$ cat src/rtl/fwd_pkg.sv
package fwd_pkg;

    localparam int ADDR_W = 24;

    // 128 KiB clear window: addr[23:17] must equal 7'b0011110
    localparam logic [ADDR_W-1:0] KICK_BASE = 24'h3C0000;
    localparam logic [ADDR_W-1:0] KICK_MASK = 24'hFE0000;

    typedef struct packed {
        logic [ADDR_W-1:0] addr;
        logic              strobe_n;
        logic              write;
        logic              ack;
    } bus_cycle_t;

    typedef struct packed {
        logic clear;
        logic step;
    } ctr_cmd_t;

    function automatic logic in_kick_window(input logic [ADDR_W-1:0] a);
        return (a & KICK_MASK) == KICK_BASE;
    endfunction

endpackage

$ cat src/rtl/fwd_sync.sv
module fwd_sync #(
    parameter int DEPTH = 2
) (
    input  logic clk,
    input  logic rst,
    input  logic d,
    output logic q
);
    logic [DEPTH-1:0] chain;

    always_ff @(posedge clk) begin
        if (rst) chain <= '0;
        else     chain <= {chain[DEPTH-2:0], d};
    end

    assign q = chain[DEPTH-1];
endmodule

$ cat src/rtl/fwd_kick_decode.sv
module fwd_kick_decode
    import fwd_pkg::*;
(
    input  bus_cycle_t bus,
    output logic       kick
);
    assign kick = !bus.strobe_n && bus.write && bus.ack && in_kick_window(bus.addr);
endmodule

$ cat src/rtl/fwd_frame_counter.sv
module fwd_frame_counter
    import fwd_pkg::*;
#(
    parameter int STAGE_W  = 4,
    parameter int N_STAGES = 2,
    localparam int CNT_W   = STAGE_W * N_STAGES
) (
    input  logic             clk,
    input  logic             rst,
    input  ctr_cmd_t         cmd,
    output logic [CNT_W-1:0] count
);
    logic [N_STAGES:0] carry;
    assign carry[0] = cmd.step;

    // Cascaded binary stages: each advances when every lower stage wraps
    for (genvar i = 0; i < N_STAGES; i++) begin : g_stage
        logic [STAGE_W-1:0] nib;
        always_ff @(posedge clk) begin
            if (rst || cmd.clear) nib <= '0;
            else if (carry[i])    nib <= nib + STAGE_W'(1);
        end
        assign carry[i+1] = carry[i] && (&nib);
        assign count[i*STAGE_W +: STAGE_W] = nib;
    end
endmodule

$ cat src/rtl/frame_watchdog_rst.sv
module frame_watchdog_rst
    import fwd_pkg::*;
#(
    parameter int STAGE_W     = 4,
    parameter int N_STAGES    = 2,
    parameter int HOLD_CYCLES = 16,
    parameter int SYNC_DEPTH  = 2
) (
    input  logic              clk,
    input  logic              rst,
    input  logic              supply_ok,
    input  logic              vblank,
    input  logic [ADDR_W-1:0] addr,
    input  logic              as_n,
    input  logic              wr,
    input  logic              bus_ack,
    input  logic              wd_disable,
    output logic              cpu_reset_n
);
    localparam int CNT_W  = STAGE_W * N_STAGES;
    localparam int HOLD_W = $clog2(HOLD_CYCLES);

    logic             pg_q;
    logic             vb_s;
    logic             vb_d;
    logic             vb_edge;
    logic             kick;
    logic             fire;
    logic             hold_last;
    logic [HOLD_W-1:0] hold_cnt;
    logic [CNT_W-1:0] count;
    bus_cycle_t       bus;
    ctr_cmd_t         cmd;

    fwd_sync #(.DEPTH(SYNC_DEPTH)) u_pg_sync (
        .clk(clk), .rst(rst), .d(supply_ok), .q(pg_q)
    );

    fwd_sync #(.DEPTH(SYNC_DEPTH)) u_vb_sync (
        .clk(clk), .rst(rst), .d(vblank), .q(vb_s)
    );

    always_ff @(posedge clk) begin
        if (rst) vb_d <= 1'b0;
        else     vb_d <= vb_s;
    end
    assign vb_edge = vb_s && !vb_d;

    assign bus = '{addr: addr, strobe_n: as_n, write: wr, ack: bus_ack};

    fwd_kick_decode u_decode (.bus(bus), .kick(kick));

    // Top count bit marks timeout; hold it for HOLD_CYCLES, then restart
    assign fire      = count[CNT_W-1];
    assign hold_last = hold_cnt == HOLD_W'(HOLD_CYCLES - 1);

    always_comb begin
        cmd.clear = !pg_q || wd_disable || (kick && !fire) || (fire && hold_last);
        cmd.step  = vb_edge && !fire;
    end

    fwd_frame_counter #(.STAGE_W(STAGE_W), .N_STAGES(N_STAGES)) u_counter (
        .clk(clk), .rst(rst), .cmd(cmd), .count(count)
    );

    always_ff @(posedge clk) begin
        if (rst || !fire)   hold_cnt <= '0;
        else if (hold_last) hold_cnt <= '0;
        else                hold_cnt <= hold_cnt + HOLD_W'(1);
    end

    assign cpu_reset_n = pg_q && !fire;
endmodule

$ cat config.mk
export PLATFORM = sky130hd
export DESIGN_NAME = frame_watchdog_rst
export DESIGN_NICKNAME = d
export VERILOG_FILES = /design/src/rtl/fwd_pkg.sv /design/src/rtl/fwd_sync.sv /design/src/rtl/fwd_kick_decode.sv /design/src/rtl/fwd_frame_counter.sv /design/src/rtl/frame_watchdog_rst.sv
export SDC_FILE = /design/constraint.sdc
export NUM_CORES = 1
export LEC_CHECK = 0
export ABC_AREA = 1
export BUFFER_PORTS_ARGS = -buffer_cell sky130_fd_sc_hd__clkbuf_2
export CAP_MARGIN = 30
export CORE_MARGIN = 1
export CORE_UTILIZATION = 51
export CTS_BUF_LIST = sky130_fd_sc_hd__clkbuf_2 sky130_fd_sc_hd__clkbuf_4 sky130_fd_sc_hd__clkbuf_8
export CTS_CLUSTER_SIZE = 40
export DETAILED_ROUTE_END_ITERATION = 8
export PLACE_DENSITY_LB_ADDON = 0.15
export SLEW_MARGIN = 20
export SYNTH_ARGS = -nofsm -noshare
export SYNTH_HDL_FRONTEND = slang
export SYNTH_SLANG_ARGS = --single-unit
export TNS_END_PERCENT = 1
$ cat constraint.sdc
create_clock -name clk -period 2 [get_ports clk]
set_input_delay 0 -clock clk [delete_from_list [all_inputs] [get_ports clk]]
set_output_delay 0 -clock clk [all_outputs]
set_load 0.01 [all_outputs]
==> results_dict.tcl, run 1 <==
set metrics [dict create \
    outcome "complete, no violations" \
    worst-path-max-fanout 5 \
    r2r_start "u_counter.g_stage[0].nib[0]" \
    dp_worst_setup_slack_ps 711.2 \
    endpoint_kind "register" \
    worst-setup-path-type "register to register" \
    route.detailed.drc 0 \
    hold_start "wd_disable" \
    port_buffers 15 \
    grt_pass1_vias 599 \
    nets 173 \
    p_leak_nw 0.4253 \
    grt_overflow 0 \
    rr_worst_depth 6 \
    synth_seq_cells 17 \
    clkTransAtPathRegs_ps 100 \
    cts_max_path_buffers 2 \
    cts.sinks 17 \
    die_y_um 40.85 \
    dpl_cell_area_um2 863.3 \
    synth_seq_area_share_pct 44.23 \
    via_count 715 \
    crit_required_ps 2190 \
    ys_types 16 \
    critPathMaxStageDelay_ps 380 \
    grt_pass1_wl_mm 2.194 \
    antenna_found_initial 0 \
    grt_max_degree 10 \
    finalSetupViolCount 0 \
    grt_setup_unrepaired "no" \
    ys_warn_count 0 \
    finalClockSkew_ps 5.424 \
    htree_levels 1 \
    cts_tree "yes" \
    via_per_inst 4.704 \
    crit_path_cell_trace "ha_1, nand3_1, nor2_2, nor2_1, nor2_1, nor2_1" \
    avgRoutedWirePerCell_um 9.336 \
    hold_depth 6 \
    finalHoldViolations 0 \
    syn_area_per_cell_um2 6.810 \
    ir_worst_vdd_uv 392.1 \
    initialDrtViolationCount 12 \
    reg2reg_slack_ps 720 \
    slew_headroom_pct 80.88 \
    core_um2 1350 \
    period_share_pct 64.01 \
    antenna_cells 0 \
    cp_slowest_cell "dfxtp_1" \
    arrival_ps 1470 \
    root_buffer "clkbuf_4" \
    hold_path.class "primary input to register" \
    row_count 13 \
    min_to "u_counter.g_stage[0].nib[1]" \
    final_cell_mix "nor2_1, inv_1, nand2_1" \
    worst_slack_ps 719.9 \
    period_minus_slack_ps 1280 \
    die_area_um2 1668 \
    track_usage_pct 20.34 \
    drtAntennaViolNets 0 \
    maxSlewViolCount 0 \
    placed_cells 143 \
    syn-num-nets 148 \
    initial_core_util_pct 57.00 \
    tns_ps 0 \
    dr.pass1.iters 4 \
    num_io_pins 33 \
    layout_commonest_cell "nor2_1" \
    syn_to_final_growth_pct 22.60 \
    fmax_mhz 781.2 \
    numCtsBuffers 3 \
    drv_cap 0 \
    final_cells 152 \
    powerDensity_nw_per_um2 612.1 \
    worst_pin_slew_ps 285.7 \
    die_w_um 40.85 \
    syn_area_um2 769.5 \
    place.gp.congestion 0.7518 \
    crit_top_cell "nor2_1" \
    clock_latency_ps 280 \
    wl_mm 1.419 \
    drive_above_1_share_pct 16.79 \
    syn_inst 113 \
    cp-start-kind "register" \
    cts_hold_buf 5 \
    rr_endpoint "u_counter.g_stage[1].nib[1]" \
    hpwl_mm 1.035 \
    ctsResizeCount 0 \
    cts_setup_buffers 0 \
    final_area_um2 943.4 \
]
-- registers in the layout (all words and copies together), names as in the netlist --
register,count
u_vb_sync.chain,2
u_pg_sync.chain,2
u_counter.g_stage.nib,8
hold_cnt,4
vb_d,1
-- worst max-delay path, delay by kind of cell, from the launching register on --
| family | cells | cell delay, ps |
|---|---|---|
| fa+ha+maj | 1 | 210 |
| flops | 1 | 380 |
| simple gates | 5 | 590 |
-- worst max path at each step --
stage          cells after the start                          end                   startpoint  slack (ps)
6_report                           6  u_counter.g_stage[1].nib[1]  u_counter.g_stage[0].nib[0]         720
5_1_grt                            6  u_counter.g_stage[1].nib[1]  u_counter.g_stage[0].nib[0]         610
4_1_cts                            6  u_counter.g_stage[1].nib[1]  u_counter.g_stage[0].nib[0]         700
3_5_place_dp                       6  u_counter.g_stage[1].nib[1]  u_counter.g_stage[0].nib[0]         710
3_3_place_gp                       6  u_counter.g_stage[1].nib[1]  u_counter.g_stage[0].nib[0]         770
2_1_floorplan                      6  u_counter.g_stage[1].nib[1]  u_counter.g_stage[0].nib[0]         890
-- power breakdown --
group | internal (mW) | switching, mW | total [mW]
logic | 0.0221 | 0.0167 | 0.0387
registers | 0.343 | 0.00186 | 0.344
clock network | 0.0910 | 0.103 | 0.194
-- area by class of cell --
type / count / area, um2
Clock buffer: 4 / 30.03
Fill cell: 124 / 406.6
Inverter: 21 / 78.83
Multi-Input combinational cell: 75 / 350.3
Sequential cell: 17 / 340.3
Tap cell: 15 / 18.77
Timing Repair Buffer: 20 / 125.1
-- synth_stat cells (all sizes together) --
cell     n  area, um2
o21ai    1      5.000
ha       3      37.54
inv     21      78.83
o21bai   1      7.510
nand3    7      35.03
or2      1      6.260
xor2     1      8.760
nor3b    1      7.510
a21oi    2      10.01
nand2   23      91.34
nor2    32      122.6
nor3     2      10.01
dfxtp   17      340.3
xnor2    1      8.760
-- kinds of logic (layout without fill, tap and decap cells) --
family	Yosys count	after routing	synth area share [%]
buf+inv	21	45	10.24
compound gates	4	4	2.927
flops	17	17	44.23
xor+xnor	2	2	2.277
fa+ha+maj	3	3	4.879
simple gates	66	66	35.45
-- stage by stage --
step / hold slack, ps / utilization [%] / total power, mW
after global placement: 194.5 / 63.95 / 0.3819
after global routing: 181.2 / 69.88 / 0.6035
after detailed placement: 200.2 / 63.95 / 0.3833
after floorplan: 71.18 / - / 0.3655
final: 156.9 / 69.88 / 0.5775
after CTS: 143.3 / 69.88 / 0.5851
-- layer usage --
metal | vias to the layer above | track usage (%) | part of all wire, %
met2 | 6 | 37.11 | 51
met5 | - | 0 | 0
met3 | 2 | 4.891 | 2.2
met1 | 321 | 21.26 | 47
met4 | 0 | 10.00 | 0.42
li1 | 386 | - | -
Note: power is estimated with default switching activity, not from simulation.
==> inputs of run 2 (changes only) <==
--- a/config.mk
+++ b/config.mk
@@ -9,7 +9,7 @@
 export BUFFER_PORTS_ARGS = -buffer_cell sky130_fd_sc_hd__clkbuf_2
 export CAP_MARGIN = 30
 export CORE_MARGIN = 1
-export CORE_UTILIZATION = 51
+export CORE_UTILIZATION = 43
 export CTS_BUF_LIST = sky130_fd_sc_hd__clkbuf_2 sky130_fd_sc_hd__clkbuf_4 sky130_fd_sc_hd__clkbuf_8
 export CTS_CLUSTER_SIZE = 40
 export DETAILED_ROUTE_END_ITERATION = 8
==> constraint.sdc (replaced) <==
create_clock -name clk -period 1.12 [get_ports clk]
set_input_delay 0 -clock clk [delete_from_list [all_inputs] [get_ports clk]]
set_output_delay 0 -clock clk [all_outputs]
set_load 0.01 [all_outputs]
==> run 2 against run 1 <==
  * Sequential power grew 79%
  * Non-clock buffer count increased by 5
  * Worst setup slack lost 680 ps
  * Sequential share of layout area decreased by 3.1 points
  * Largest power group unchanged
==> results_dict.tcl, run 2 (same netlist as run 1, synthesis figures left out) <==
set metrics [dict create \
    wl_mm 1.505 \
    period_minus_slack_ps 1081 \
    fmax_mhz 925.3 \
    clock_latency_ps 290 \
    largest_reg_flops 8 \
    core_um2 1594 \
    finalSetupViolCount 0 \
    cp-start-kind "register" \
    drv_cap 0 \
    maxSlewViolCount 0 \
    worst-path-max-fanout 8 \
    final_cell_mix "nor2_1, nand2_1, inv_1" \
    grt_pass1_vias 633 \
    row_count 14 \
    worst-setup-path-type "register to register" \
    via_per_inst 4.428 \
    final_area_um2 1051 \
    rr_worst_depth 6 \
    endpoint_kind "register" \
    regMostFlops "u_counter.g_stage.nib" \
    die_w_um 44.30 \
    final_util_pct 65.93 \
    placed_cells 156 \
    numCtsBuffers 3 \
    worstSetupStartpoint "u_counter.g_stage[1].nib[3]" \
    grt_setup_unrepaired "yes" \
    track_usage_pct 16.34 \
    grt_max_degree 11 \
    worst_slack_ps 39.27 \
    finalHoldViolations 0 \
    cts_max_path_buffers 2 \
    ir_worst_vdd_uv 783.2 \
    hold_path.class "primary input to register" \
    drtAntennaViolNets 0 \
    fillCellCount 144 \
    arrival_ps 1280 \
    clkTransAtPathRegs_ps 100 \
    p_leak_nw 0.4510 \
    die_y_um 44.30 \
    die_area_um2 1962 \
    root_buffer "clkbuf_4" \
    htree_levels 1 \
    finalClockSkew_ps 6.346 \
    place.gp.congestion 0.7756 \
    grt_pass1_wl_mm 2.318 \
    via_count 735 \
    route.detailed.drc 0 \
    initial_core_util_pct 48.27 \
    nets 178 \
    worst_pin_slew_ps 271.5 \
    grt_overflow 0 \
    cts.sinks 17 \
    outcome "complete, no violations" \
    layout_commonest_cell "nor2_1" \
    hpwl_um 978.7 \
    dpl_cell_area_um2 904.6 \
    final_cells 166 \
    initialDrtViolationCount 16 \
    port_buffers 15 \
    num_io_pins 33 \
    dr.pass1.iters 4 \
    antenna_found_initial 0 \
    r2r_start "u_counter.g_stage[1].nib[3]" \
    reg2reg_slack_ps 40 \
    hold_start "wd_disable" \
    hold_depth 6 \
    drive_above_1_share_pct 30.28 \
    reg_top3 "u_counter.g_stage.nib (8), hold_cnt (4)" \
    tns_ps 0 \
    dp_worst_setup_slack_ps -47.15 \
    powerDensity_nw_per_um2 972.3 \
    avgRoutedWirePerCell_um 9.066 \
    crit_required_ps 1320 \
    period_share_pct 96.49 \
    antenna_cells 0 \
    syn_to_final_growth_pct 36.59 \
    min_to "u_counter.g_stage[0].nib[1]" \
    cts_tree "yes" \
    rr_endpoint "u_counter.g_stage[1].nib[1]" \
    slew_headroom_pct 81.83 \
]
==> run 2: how the worst max path moves through the flow <==
stage	cells after the start	end	slack, ps
2_1_floorplan	6	u_counter.g_stage[1].nib[1]	9
3_3_place_gp	6	u_counter.g_stage[1].nib[1]	-10
3_5_place_dp	6	u_counter.g_stage[1].nib[1]	-50
4_1_cts	6	u_counter.g_stage[1].nib[3]	10
5_1_grt	6	u_counter.g_stage[0].nib[2]	-40
6_report	6	u_counter.g_stage[1].nib[1]	40
==> run 2: worst max-delay path, stage by stage, from the launching register on <==
cell and delay, ps:
dfxtp_2 360, nor2_2 120, nand2_2 150, nor2_4 150
nor2_1 50, nor2_1 110, nor2_2 50
==> run 2: routing by layer <==
| metal | wire, um | up-vias | global-route usage (%) |
|---|---|---|---|
| met1 | 645 | 330 | 17.18 |
| met5 | 0 | - | 0 |
| met3 | 37 | 4 | 3.673 |
| met4 | 38 | 0 | 10.91 |
| li1 | - | 393 | - |
| met2 | 784 | 8 | 28.82 |
==> run 2: layout make-up <==
class	instances	area, um2	area share [%]
clock buffer	3	22.52	2.143
clock inverter	1	5.005	0.4762
inverter	21	78.83	7.500
multi-input combinational	75	405.4	38.57
sequential	17	346.6	32.98
tap	24	30.03	2.857
timing repair buffer	25	162.7	15.48
==> run 2: repair_timing <==
action / CTS / global route
endpoints found under the hold margin: 5 / 0
buffers inserted: 0 / 1
hold buffers: 5 / 0
endpoints found under the setup margin: 4 / 8
resized for setup: 2 / 17
pin swaps: 1 / 6
==> run 2: where the power goes <==
part / internal [mW] / leakage (nW) / switching, mW / total [mW]
Sequential: 0.612 / 0.140 / 0.00350 / 0.615
Combinational: 0.0412 / 0.293 / 0.0308 / 0.0720
Clock: 0.133 / 0.0177 / 0.202 / 0.335
==> run 2: through the flow <==
stage	power [mW]	hold slack [ps]
global placement	0.6827	194.1
floorplan	0.6526	71.18
finish	1.022	88.82
detailed placement	0.6843	197.4
global route	1.066	126.2
CTS	1.028	122.9
==> inputs of run 3 (changes only) <==
--- a/config.mk
+++ b/config.mk
@@ -9,11 +9,12 @@
 export BUFFER_PORTS_ARGS = -buffer_cell sky130_fd_sc_hd__clkbuf_2
 export CAP_MARGIN = 30
 export CORE_MARGIN = 1
-export CORE_UTILIZATION = 43
+export CORE_UTILIZATION = 35
 export CTS_BUF_LIST = sky130_fd_sc_hd__clkbuf_2 sky130_fd_sc_hd__clkbuf_4 sky130_fd_sc_hd__clkbuf_8
 export CTS_CLUSTER_SIZE = 40
 export DETAILED_ROUTE_END_ITERATION = 8
 export PLACE_DENSITY_LB_ADDON = 0.15
+export REMOVE_ABC_BUFFERS = 1
 export SLEW_MARGIN = 20
 export SYNTH_ARGS = -nofsm -noshare
 export SYNTH_HDL_FRONTEND = slang
==> constraint.sdc (replaced) <==
create_clock -name clk -period 1.12 [get_ports clk]
set_input_delay 0.168 -clock clk [delete_from_list [all_inputs] [get_ports clk]]
set_output_delay 0.168 -clock clk [all_outputs]
set_load 0.01 [all_outputs]
==> run 3 against run 2 <==
  * Fmax is 2.4% higher
  * Register-to-register slack better by 30 ps
  * Cell count is 0.60% lower
  * Clock skew decreased by 2.6 ps
  * Total power shrank 1.6%
  * Die area grew 22%
  * Worst hold slack got worse by 35 ps
  * Cell area down 3.6%
  * Wire length down 1.7%
  * Core utilization fell by 16 points
==> results_dict.tcl, run 3 (same netlist as run 1, synthesis figures left out) <==
set metrics [dict create \
    outcome "complete, no violations" \
    antenna_found_initial 0 \
    grt_setup_unrepaired "yes" \
    period_minus_slack_ps 1055 \
    endpoint_kind "register" \
    initial_core_util_pct 38.06 \
    via_per_inst 4.315 \
    clkTransAtPathRegs_ps 100 \
    place.gp.congestion 0.7161 \
    arrival_ps 1240 \
    grt_overflow 0 \
    route.detailed.drc 0 \
    fmax_mhz 947.8 \
    reg2reg_slack_ps 60 \
    cp-start-kind "register" \
    numCtsBuffers 3 \
    final_cell_mix "nor2_1, inv_1, nand2_1" \
    largest_reg_flops 8 \
    cts.sinks 17 \
    dr.pass1.iters 3 \
    htree_levels 1 \
    hold_path.class "primary input to register" \
    die_area_um2 2390 \
    avgRoutedWirePerCell_um 8.964 \
    grt_pass1_wl_mm 2.587 \
    worst-setup-path-type "register to register" \
    finalHoldViolations 0 \
    track_usage_pct 14.18 \
    cts_max_path_buffers 2 \
    clock_latency_ps 290 \
    slew_headroom_pct 85.69 \
    core_um2 2022 \
    die_w_um 48.89 \
    initialDrtViolationCount 2 \
    grt_pass1_vias 677 \
    tns_ps 0 \
    antenna_cells 0 \
    maxSlewViolCount 0 \
    root_buffer "clkbuf_4" \
    worst_pin_slew_ps 214.0 \
    die_y_um 48.89 \
    worst-path-max-fanout 8 \
    cts_hold_buf 0 \
    drtAntennaViolNets 0 \
    finalSetupViolCount 0 \
    port_buffers 15 \
    ir_worst_vdd_uv 541.4 \
    hold_ws_ps 54.18 \
    crit_required_ps 1310 \
    period_share_pct 94.21 \
    layout_commonest_cell "nor2_1" \
    cts_tree "yes" \
    num_io_pins 33 \
    syn_to_final_growth_pct 31.71 \
    regMostFlops "u_counter.g_stage.nib" \
    row_count 16 \
    cts_setup_buffers 0 \
    via_count 712 \
    p_leak_nw 0.4299 \
    wl_mm 1.479 \
    nets 174 \
    grt_max_degree 11 \
    finalClockSkew_ps 3.795 \
    hpwl_mm 1.095 \
    powerDensity_nw_per_um2 992.4 \
    drv_cap 0 \
    drive_above_1_share_pct 29.71 \
    reg_top3 "u_counter.g_stage.nib (8), hold_cnt (4)" \
]
[run 3: cell count changes in the layout (fill, tap and decap cells not counted), sizes merged]
cell	previous run	this run
buf	5	6
dlygate4sd3	5	0
[run 3: where the power goes]
part | leakage, nW | internal (mW) | switching [mW]
sequential | 0.141 | 0.612 | 0.00332
combinational | 0.271 | 0.0306 | 0.0278
clock | 0.0177 | 0.133 | 0.199
total | 0.430 | 0.775 | 0.230
[run 3: critical path, cell delays in order (launching register included)]
cell	delay, ps
dfxtp_2	360
nor2_1	130
nand2_2	160
nor2_4	130
nor2_1	50
nor2_1	80
nor2_1	50
[run 3: area by class of cell]
cell class	instances	area, um2
Clock buffer	3	22.52
Clock inverter	1	5.005
Fill cell	215	1008
Inverter	21	78.83
Multi-Input combinational cell	75	405.4
Sequential cell	17	347.8
Tap cell	27	33.78
Timing Repair Buffer	21	120.1
[run 3: final timing paths]
kind,start,cells past startpoint,end
min reg2reg,u_pg_sync.chain[0],2,u_pg_sync.chain[1]
max reg2reg,u_counter.g_stage[1].nib[3],6,u_counter.g_stage[1].nib[1]
max,u_counter.g_stage[1].nib[3],6,u_counter.g_stage[1].nib[1]
min,supply_ok,3,u_pg_sync.chain[0]
[run 3: what timing repair did]
| action | 4_1_cts | 5_1_grt |
|---|---|---|
| endpoints found under the setup margin | 6 | 9 |
| pin swaps | 6 | 4 |
| resized for setup | 4 | 12 |
[run 3: metal layers]
metal,share of wire [%],wire length [um],vias up,global-route usage (%)
li1,-,-,385,-
met1,47,688,321,16.05
met2,50,745,4,24.31
met3,2.0,29,2,2.804
met4,0.95,14,0,8.824
met5,0,0,-,0
[run 3: metrics by stage]
step	total power [mW]	instances	setup WS [ps]	util, %	instance area (um2)
floorplan	0.6526	113	9.143	-	769.5
global placement	0.6858	161	-45.29	45.67	923.4
detailed placement	0.6876	161	-53.23	45.67	923.4
CTS	1.030	165	1.752	47.90	968.4
global route	1.066	165	-13.03	50.12	1013
finish	1.006	165	64.88	50.12	1013
